===== config.mk =====
export PLATFORM = sky130hd
export DESIGN_NAME = pin_evt_top
export DESIGN_NICKNAME = d
export VERILOG_FILES = /design/src/rtl/pin_evt_pkg.sv /design/src/rtl/pin_sync.sv /design/src/rtl/pin_evt_cell.sv /design/src/rtl/pin_evt_top.sv
export SDC_FILE = /design/constraint.sdc
export NUM_CORES = 1
export LEC_CHECK = 0
export ABC_AREA = 0
export BUFFER_PORTS_ARGS = -buffer_cell sky130_fd_sc_hd__buf_2
export CAP_MARGIN = 10
export CORE_MARGIN = 2
export CORE_UTILIZATION = 55
export CTS_CLUSTER_DIAMETER = 30
export CTS_CLUSTER_SIZE = 30
export DETAILED_ROUTE_END_ITERATION = 7
export PLACE_DENSITY = 0.75
export SYNTH_ARGS = -nofsm -noshare
export SYNTH_HDL_FRONTEND = slang
export SYNTH_SLANG_ARGS = --single-unit

===== constraint.sdc =====
create_clock -name clk -period 2.1 [get_ports clk]
set_clock_uncertainty 0.1 [all_clocks]
set_input_delay 0.21 -clock clk [delete_from_list [all_inputs] [get_ports clk]]
set_output_delay 0.21 -clock clk [all_outputs]
set_load 0.005 [all_outputs]

===== src/rtl/pin_evt_pkg.sv =====
package pin_evt_pkg;

    localparam int CODE_W = 4;

    typedef enum logic [CODE_W-1:0] {
        EC_OFF      = 4'd0,
        EC_DMA_RISE = 4'd1,
        EC_DMA_FALL = 4'd2,
        EC_DMA_BOTH = 4'd3,
        EC_FLG_RISE = 4'd5,
        EC_FLG_FALL = 4'd6,
        EC_FLG_BOTH = 4'd7,
        EC_IRQ_LOW  = 4'd8,
        EC_IRQ_RISE = 4'd9,
        EC_IRQ_FALL = 4'd10,
        EC_IRQ_BOTH = 4'd11,
        EC_IRQ_HIGH = 4'd12
    } evt_code_e;

    typedef enum logic {
        FLG_IDLE = 1'b0,
        FLG_SET  = 1'b1
    } flag_state_e;

    typedef struct packed {
        logic rise;
        logic fall;
        logic lvl_hi;
        logic lvl_lo;
        logic to_irq;
        logic to_dma;
    } sense_t;

    function automatic sense_t decode_code(input logic [CODE_W-1:0] code);
        sense_t s;
        s = '0;
        case (code)
            EC_DMA_RISE: begin s.rise = 1'b1; s.to_dma = 1'b1; end
            EC_DMA_FALL: begin s.fall = 1'b1; s.to_dma = 1'b1; end
            EC_DMA_BOTH: begin s.rise = 1'b1; s.fall = 1'b1; s.to_dma = 1'b1; end
            EC_FLG_RISE: s.rise = 1'b1;
            EC_FLG_FALL: s.fall = 1'b1;
            EC_FLG_BOTH: begin s.rise = 1'b1; s.fall = 1'b1; end
            EC_IRQ_LOW:  begin s.lvl_lo = 1'b1; s.to_irq = 1'b1; end
            EC_IRQ_RISE: begin s.rise = 1'b1; s.to_irq = 1'b1; end
            EC_IRQ_FALL: begin s.fall = 1'b1; s.to_irq = 1'b1; end
            EC_IRQ_BOTH: begin s.rise = 1'b1; s.fall = 1'b1; s.to_irq = 1'b1; end
            EC_IRQ_HIGH: begin s.lvl_hi = 1'b1; s.to_irq = 1'b1; end
            default:     s = '0;
        endcase
        return s;
    endfunction

endpackage


===== src/rtl/pin_sync.sv =====
module pin_sync #(
    parameter int WIDTH  = 32,
    parameter int STAGES = 2
) (
    input  logic             clk,
    input  logic             rst_n,
    input  logic [WIDTH-1:0] async_in,
    output logic [WIDTH-1:0] sync_out
);

    logic [WIDTH-1:0] chain_q [STAGES];

    genvar g;
    generate
        for (g = 0; g < STAGES; g++) begin : g_stage
            if (g == 0) begin : g_first
                always_ff @(posedge clk or negedge rst_n) begin
                    if (!rst_n) chain_q[g] <= '0;
                    else        chain_q[g] <= async_in;
                end
            end else begin : g_next
                always_ff @(posedge clk or negedge rst_n) begin
                    if (!rst_n) chain_q[g] <= '0;
                    else        chain_q[g] <= chain_q[g-1];
                end
            end
        end
    endgenerate

    assign sync_out = chain_q[STAGES-1];

endmodule


===== src/rtl/pin_evt_cell.sv =====
module pin_evt_cell
    import pin_evt_pkg::*;
(
    input  logic              clk,
    input  logic              rst_n,
    input  logic              pin_s,
    input  logic              code_we,
    input  logic [CODE_W-1:0] code_wdata,
    input  logic              sw_clr,
    input  logic              dma_done,
    output logic              flag,
    output logic              irq_src,
    output logic              dma_src
);

    logic [CODE_W-1:0] code_q;
    logic              prev_q;
    flag_state_e       state_q, state_d;
    sense_t            sense;
    logic              hit;
    logic              auto_clr;

    always_ff @(posedge clk or negedge rst_n) begin
        if (!rst_n) begin
            code_q <= '0;
            prev_q <= 1'b0;
        end else begin
            if (code_we) code_q <= code_wdata;
            prev_q <= pin_s;
        end
    end

    always_comb begin
        sense    = decode_code(code_q);
        hit      = (sense.rise   &  pin_s & ~prev_q)
                 | (sense.fall   & ~pin_s &  prev_q)
                 | (sense.lvl_hi &  pin_s)
                 | (sense.lvl_lo & ~pin_s);
        auto_clr = sense.to_dma & dma_done;
    end

    always_comb begin
        state_d = state_q;
        unique case (state_q)
            FLG_IDLE: if (hit) state_d = FLG_SET;
            FLG_SET:  if (!hit && (sw_clr || auto_clr)) state_d = FLG_IDLE;
        endcase
    end

    always_ff @(posedge clk or negedge rst_n) begin
        if (!rst_n) state_q <= FLG_IDLE;
        else        state_q <= state_d;
    end

    always_comb begin
        flag    = (state_q == FLG_SET);
        irq_src = flag & sense.to_irq;
        dma_src = flag & sense.to_dma;
    end


    set_wins_chk: assert property (@(posedge clk) disable iff (!rst_n)
        hit |=> flag);


    zero_keeps_chk: assert property (@(posedge clk) disable iff (!rst_n)
        (flag && !sw_clr && !auto_clr) |=> flag);


    dma_clear_chk: assert property (@(posedge clk) disable iff (!rst_n)
        (flag && sense.to_dma && dma_done && !hit) |=> !flag);


    quiet_code_chk: assert property (@(posedge clk) disable iff (!rst_n)
        (!flag && !code_we && (sense == '0)) |=> !flag);


    level_hold_chk: assert property (@(posedge clk) disable iff (!rst_n)
        (sense.lvl_hi && pin_s) |=> flag);

endmodule


===== src/rtl/pin_evt_top.sv =====
module pin_evt_top
    import pin_evt_pkg::*;
#(
    parameter int NUM_PINS    = 32,
    parameter int SYNC_STAGES = 2,
    localparam int SEL_W      = $clog2(NUM_PINS)
) (
    input  logic                clk,
    input  logic                rst_n,
    input  logic [NUM_PINS-1:0] pin_in,
    input  logic                cfg_we,
    input  logic [SEL_W-1:0]    cfg_sel,
    input  logic [CODE_W-1:0]   cfg_code,
    input  logic                clr_we,
    input  logic [NUM_PINS-1:0] clr_mask,
    input  logic                dma_done,
    output logic [NUM_PINS-1:0] flags,
    output logic                irq,
    output logic                dma_req
);

    logic [NUM_PINS-1:0] pin_s;
    logic [NUM_PINS-1:0] irq_vec;
    logic [NUM_PINS-1:0] dma_vec;

    pin_sync #(
        .WIDTH  (NUM_PINS),
        .STAGES (SYNC_STAGES)
    ) u_sync (
        .clk      (clk),
        .rst_n    (rst_n),
        .async_in (pin_in),
        .sync_out (pin_s)
    );

    genvar p;
    generate
        for (p = 0; p < NUM_PINS; p++) begin : g_pin
            pin_evt_cell u_cell (
                .clk        (clk),
                .rst_n      (rst_n),
                .pin_s      (pin_s[p]),
                .code_we    (cfg_we && (cfg_sel == SEL_W'(p))),
                .code_wdata (cfg_code),
                .sw_clr     (clr_we && clr_mask[p]),
                .dma_done   (dma_done),
                .flag       (flags[p]),
                .irq_src    (irq_vec[p]),
                .dma_src    (dma_vec[p])
            );
        end
    endgenerate

    assign irq     = |irq_vec;
    assign dma_req = |dma_vec;


    irq_source_chk: assert property (@(posedge clk) disable iff (!rst_n)
        irq |-> (flags != '0));


    dma_source_chk: assert property (@(posedge clk) disable iff (!rst_n)
        dma_req |-> (flags != '0));


    reset_clear_chk: assert property (@(posedge clk)
        !rst_n |-> (flags == '0 && !irq && !dma_req));

endmodule


==> qor.yml <==
detailed_routing:
  postRouteWirelength_mm: 29.6
  ant_nets: 0
  viasPerCell: 5.73
  drt_iter0_markers: 595
  first_pass_iters: 6
  wire_per_inst_um: 19.2
  vias: 8834
  drc: 0
sta:
  setup_violations: 2
  hold_violations: 0
  worst_slew_pin_slew_ps: 796
  setup_tns_ps: -827
  rsz0062_at_grt: "yes"
  fin_crit_ps: 2600
  worst_slack_ps: -503
  layout_worst_path_cycle_share_pct: 124
  fmax_mhz: 384
  relSlewSlack_pct: 46.2
  slew_viol_final: 0
placement:
  dpl.cell_count: 1399
  port_buffers: 111
  dpl-instance-area_mm2: 0.0124
  gp_congestion: 0.877
  hpwl_mm: 18.1
synthesis:
  syn_inst: 980
  synthArstFlopShare_pct: 100
  synth_nets: 1058
  synth_cell_types: 39
  yosysWarnings: 0
  synthesis.area_mm2: 0.0111
  avgSynthCellArea_um2: 11.3
  ys_seq_area_share_pct: 57.8
  synth_ff_type: "dfrtp_1"
  ys_seq_elements: 256
  synth_edf_count: 0
setup_path:
  start_kind: "flop"
  endpoint_kind: "output port"
  crit_type: "flop to output port"
  cp.arrival_ps: 2290
  crit_fanout: 2
  r2r-end: "g_pin[25].u_cell.flag$_DFF_PN0_"
  r2r_start: "g_pin[25].u_cell.code_q[0]$_DFFE_PN0P_"
  worstRegToRegCells: 8
  crit_required_ps: 1790
  r2r_slack_ps: 500
min_path:
  hold_path_end: "g_pin[24].u_cell.flag$_DFF_PN0_"
  worstHoldPathCells: 4
  min_path_type: "primary input to flop"
  hp-start: "clr_mask[24]"
cts:
  htreeDepth: 2
  clock_path_buffers: 3
  clockRootBuffer: "clkbuf_16"
  clk_pin_slew_ps: 50
  cts.sinks: 256
  cts_buffers: 51
  clock_latency_ps: 530
  cts_tree: "built"
cells_and_area:
  area_delta_synth_final_pct: 34.7
  fin_cells: 1542
  finalInstanceArea_mm2: 0.0149
  utilization_pct: 76.2
  layout_commonest_cell: "dfrtp_1"
  finalNetCount: 1317
  final_cell_mix: "dfrtp_1, mux2_2, nand2_1"
  drive_above_1_share_pct: 37.6
floorplanning:
  core_area_mm2: 0.0196
  die_w_um: 146
  start_util_pct: 56.5
  ios: 112
  rows: 51
  die_area_mm2: 0.0213
  die_h_um: 146
global_route:
  grt_max_degree: 65
  grt_util_all_layers_pct: 27.8
  grt_pass1_vias: 9168
  grt_pass1_wl_mm: 47.2
  antenna_found_initial: 1
  overflow: 0
power_and_ir_drop:
  power_mw: 18.8
  power-per-cell-area_mw_per_mm2: 1260
  ir_drop_uv: 757
  leakagePower_nw: 6.81
outcome:
  violations: "negative setup slack"
  status: "finished with violations"
run:
  cap_viol_max_count: 0
through the flow:
| step | worst slack, ps | hold WS [ps] |
|---|---|---|
| after floorplan | 276 | -186 |
| final | -503 | 19.0 |
| after global placement | -152 | 71.3 |
| after global routing | -555 | 50.6 |
| after CTS | -579 | 6.36 |
| after detailed placement | -326 | 74.1 |
cell usage after synthesis, types with 4 or more instances:
master | n | area share, %
a21boi_0 | 4 | 0.27
a21oi_1 | 53 | 2.4
a22oi_1 | 12 | 0.81
a311o_1 | 22 | 2.0
a31oi_1 | 23 | 1.3
a32oi_1 | 9 | 0.71
buf_4 | 32 | 2.2
clkbuf_1 | 18 | 0.61
dfrtp_1 | 256 | 58
inv_1 | 26 | 0.88
mux2_2 | 127 | 13
nand2_1 | 120 | 4.1
nand2b_1 | 7 | 0.40
nand3_1 | 41 | 1.9
nand3b_1 | 9 | 0.61
nand4_1 | 14 | 0.79
nor2_1 | 76 | 2.6
nor3_1 | 27 | 1.2
o21ai_0 | 48 | 2.2
xnor2_1 | 29 | 2.3
cell families after synthesis:
logic type,count (synthesis),synth area share (%)
muxes,127,12.9
DFF,256,57.8
and+or+nand+nor,316,13.3
AOI/OAI and AO/OA,176,10.0
xor gates and xnor gates,29,2.29
buffers and inverters,76,3.66
registers in the layout, indices dropped and copies added, names as in the netlist:
register,cells
u_sync.sync_out,32
g_pin.u_cell.code_q,128
g_pin.u_cell.flag,32
u_sync.chain_q,32
g_pin.u_cell.prev_q,32
cell type report:
| cell class | count | area, um2 |
|---|---|---|
| repair buffers | 256 | 1850 |
| inverters | 26 | 97.6 |
| diodes | 1 | 2.50 |
| well taps | 265 | 332 |
| clock inverters | 33 | 457 |
| flip-flops and latches | 256 | 6410 |
| fillers | 1195 | 4670 |
| multi-input cells | 648 | 4450 |
| clock buffers | 57 | 1330 |
critical path, cell delays in order (launching register included):
cell and delay, ps:
dfrtp_1 400, nor2_2 150, nor4b_2 80, a2111oi_4 380, nand3_1 140, or4_4 460
buf_6 140
routing by layer:
layer / vias up / GRT usage (%) / part of all wire, %
met2: 326 / 47.0 / 50
met1: 4436 / 36.1 / 41
li1: 4000 / - / -
met4: 0 / 11.6 / 3.0
met3: 72 / 4.23 / 5.8
met5: - / 0 / 0
report_power, final:
group | total (mW) | switching, mW | internal [mW] | leakage [nW]
registers | 6.68 | 0.890 | 5.79 | 3.15
clock network | 8.33 | 2.58 | 5.75 | 0.853
logic | 3.82 | 1.86 | 1.96 | 2.81
worst max-delay path by stage:
| stage | endpoint | cells after the start | slack [ps] | startpoint |
|---|---|---|---|---|
| after floorplan | dma_req | 4 | 280 | g_pin[0].u_cell.code_q[1]$_DFFE_PN0P_ |
| after global placement | dma_req | 6 | -150 | g_pin[29].u_cell.code_q[0]$_DFFE_PN0P_ |
| after detailed placement | dma_req | 6 | -330 | g_pin[29].u_cell.code_q[1]$_DFFE_PN0P_ |
| after CTS | dma_req | 6 | -580 | g_pin[29].u_cell.code_q[1]$_DFFE_PN0P_ |
| after global routing | dma_req | 6 | -560 | g_pin[8].u_cell.code_q[0]$_DFFE_PN0P_ |
| final | dma_req | 6 | -500 | g_pin[8].u_cell.code_q[0]$_DFFE_PN0P_ |
repair_timing:
item / 4_1_cts / 5_1_grt
hold endpoints to repair: 293 / 0
endpoints found under the setup margin: 2 / 2
hold buffers: 38 / 0
buffers inserted: 8 / 6
pin swaps: 14 / 24
gates cloned: 0 / 0
gates resized for setup: 24 / 32
Power figures use the tool's default switching activity.
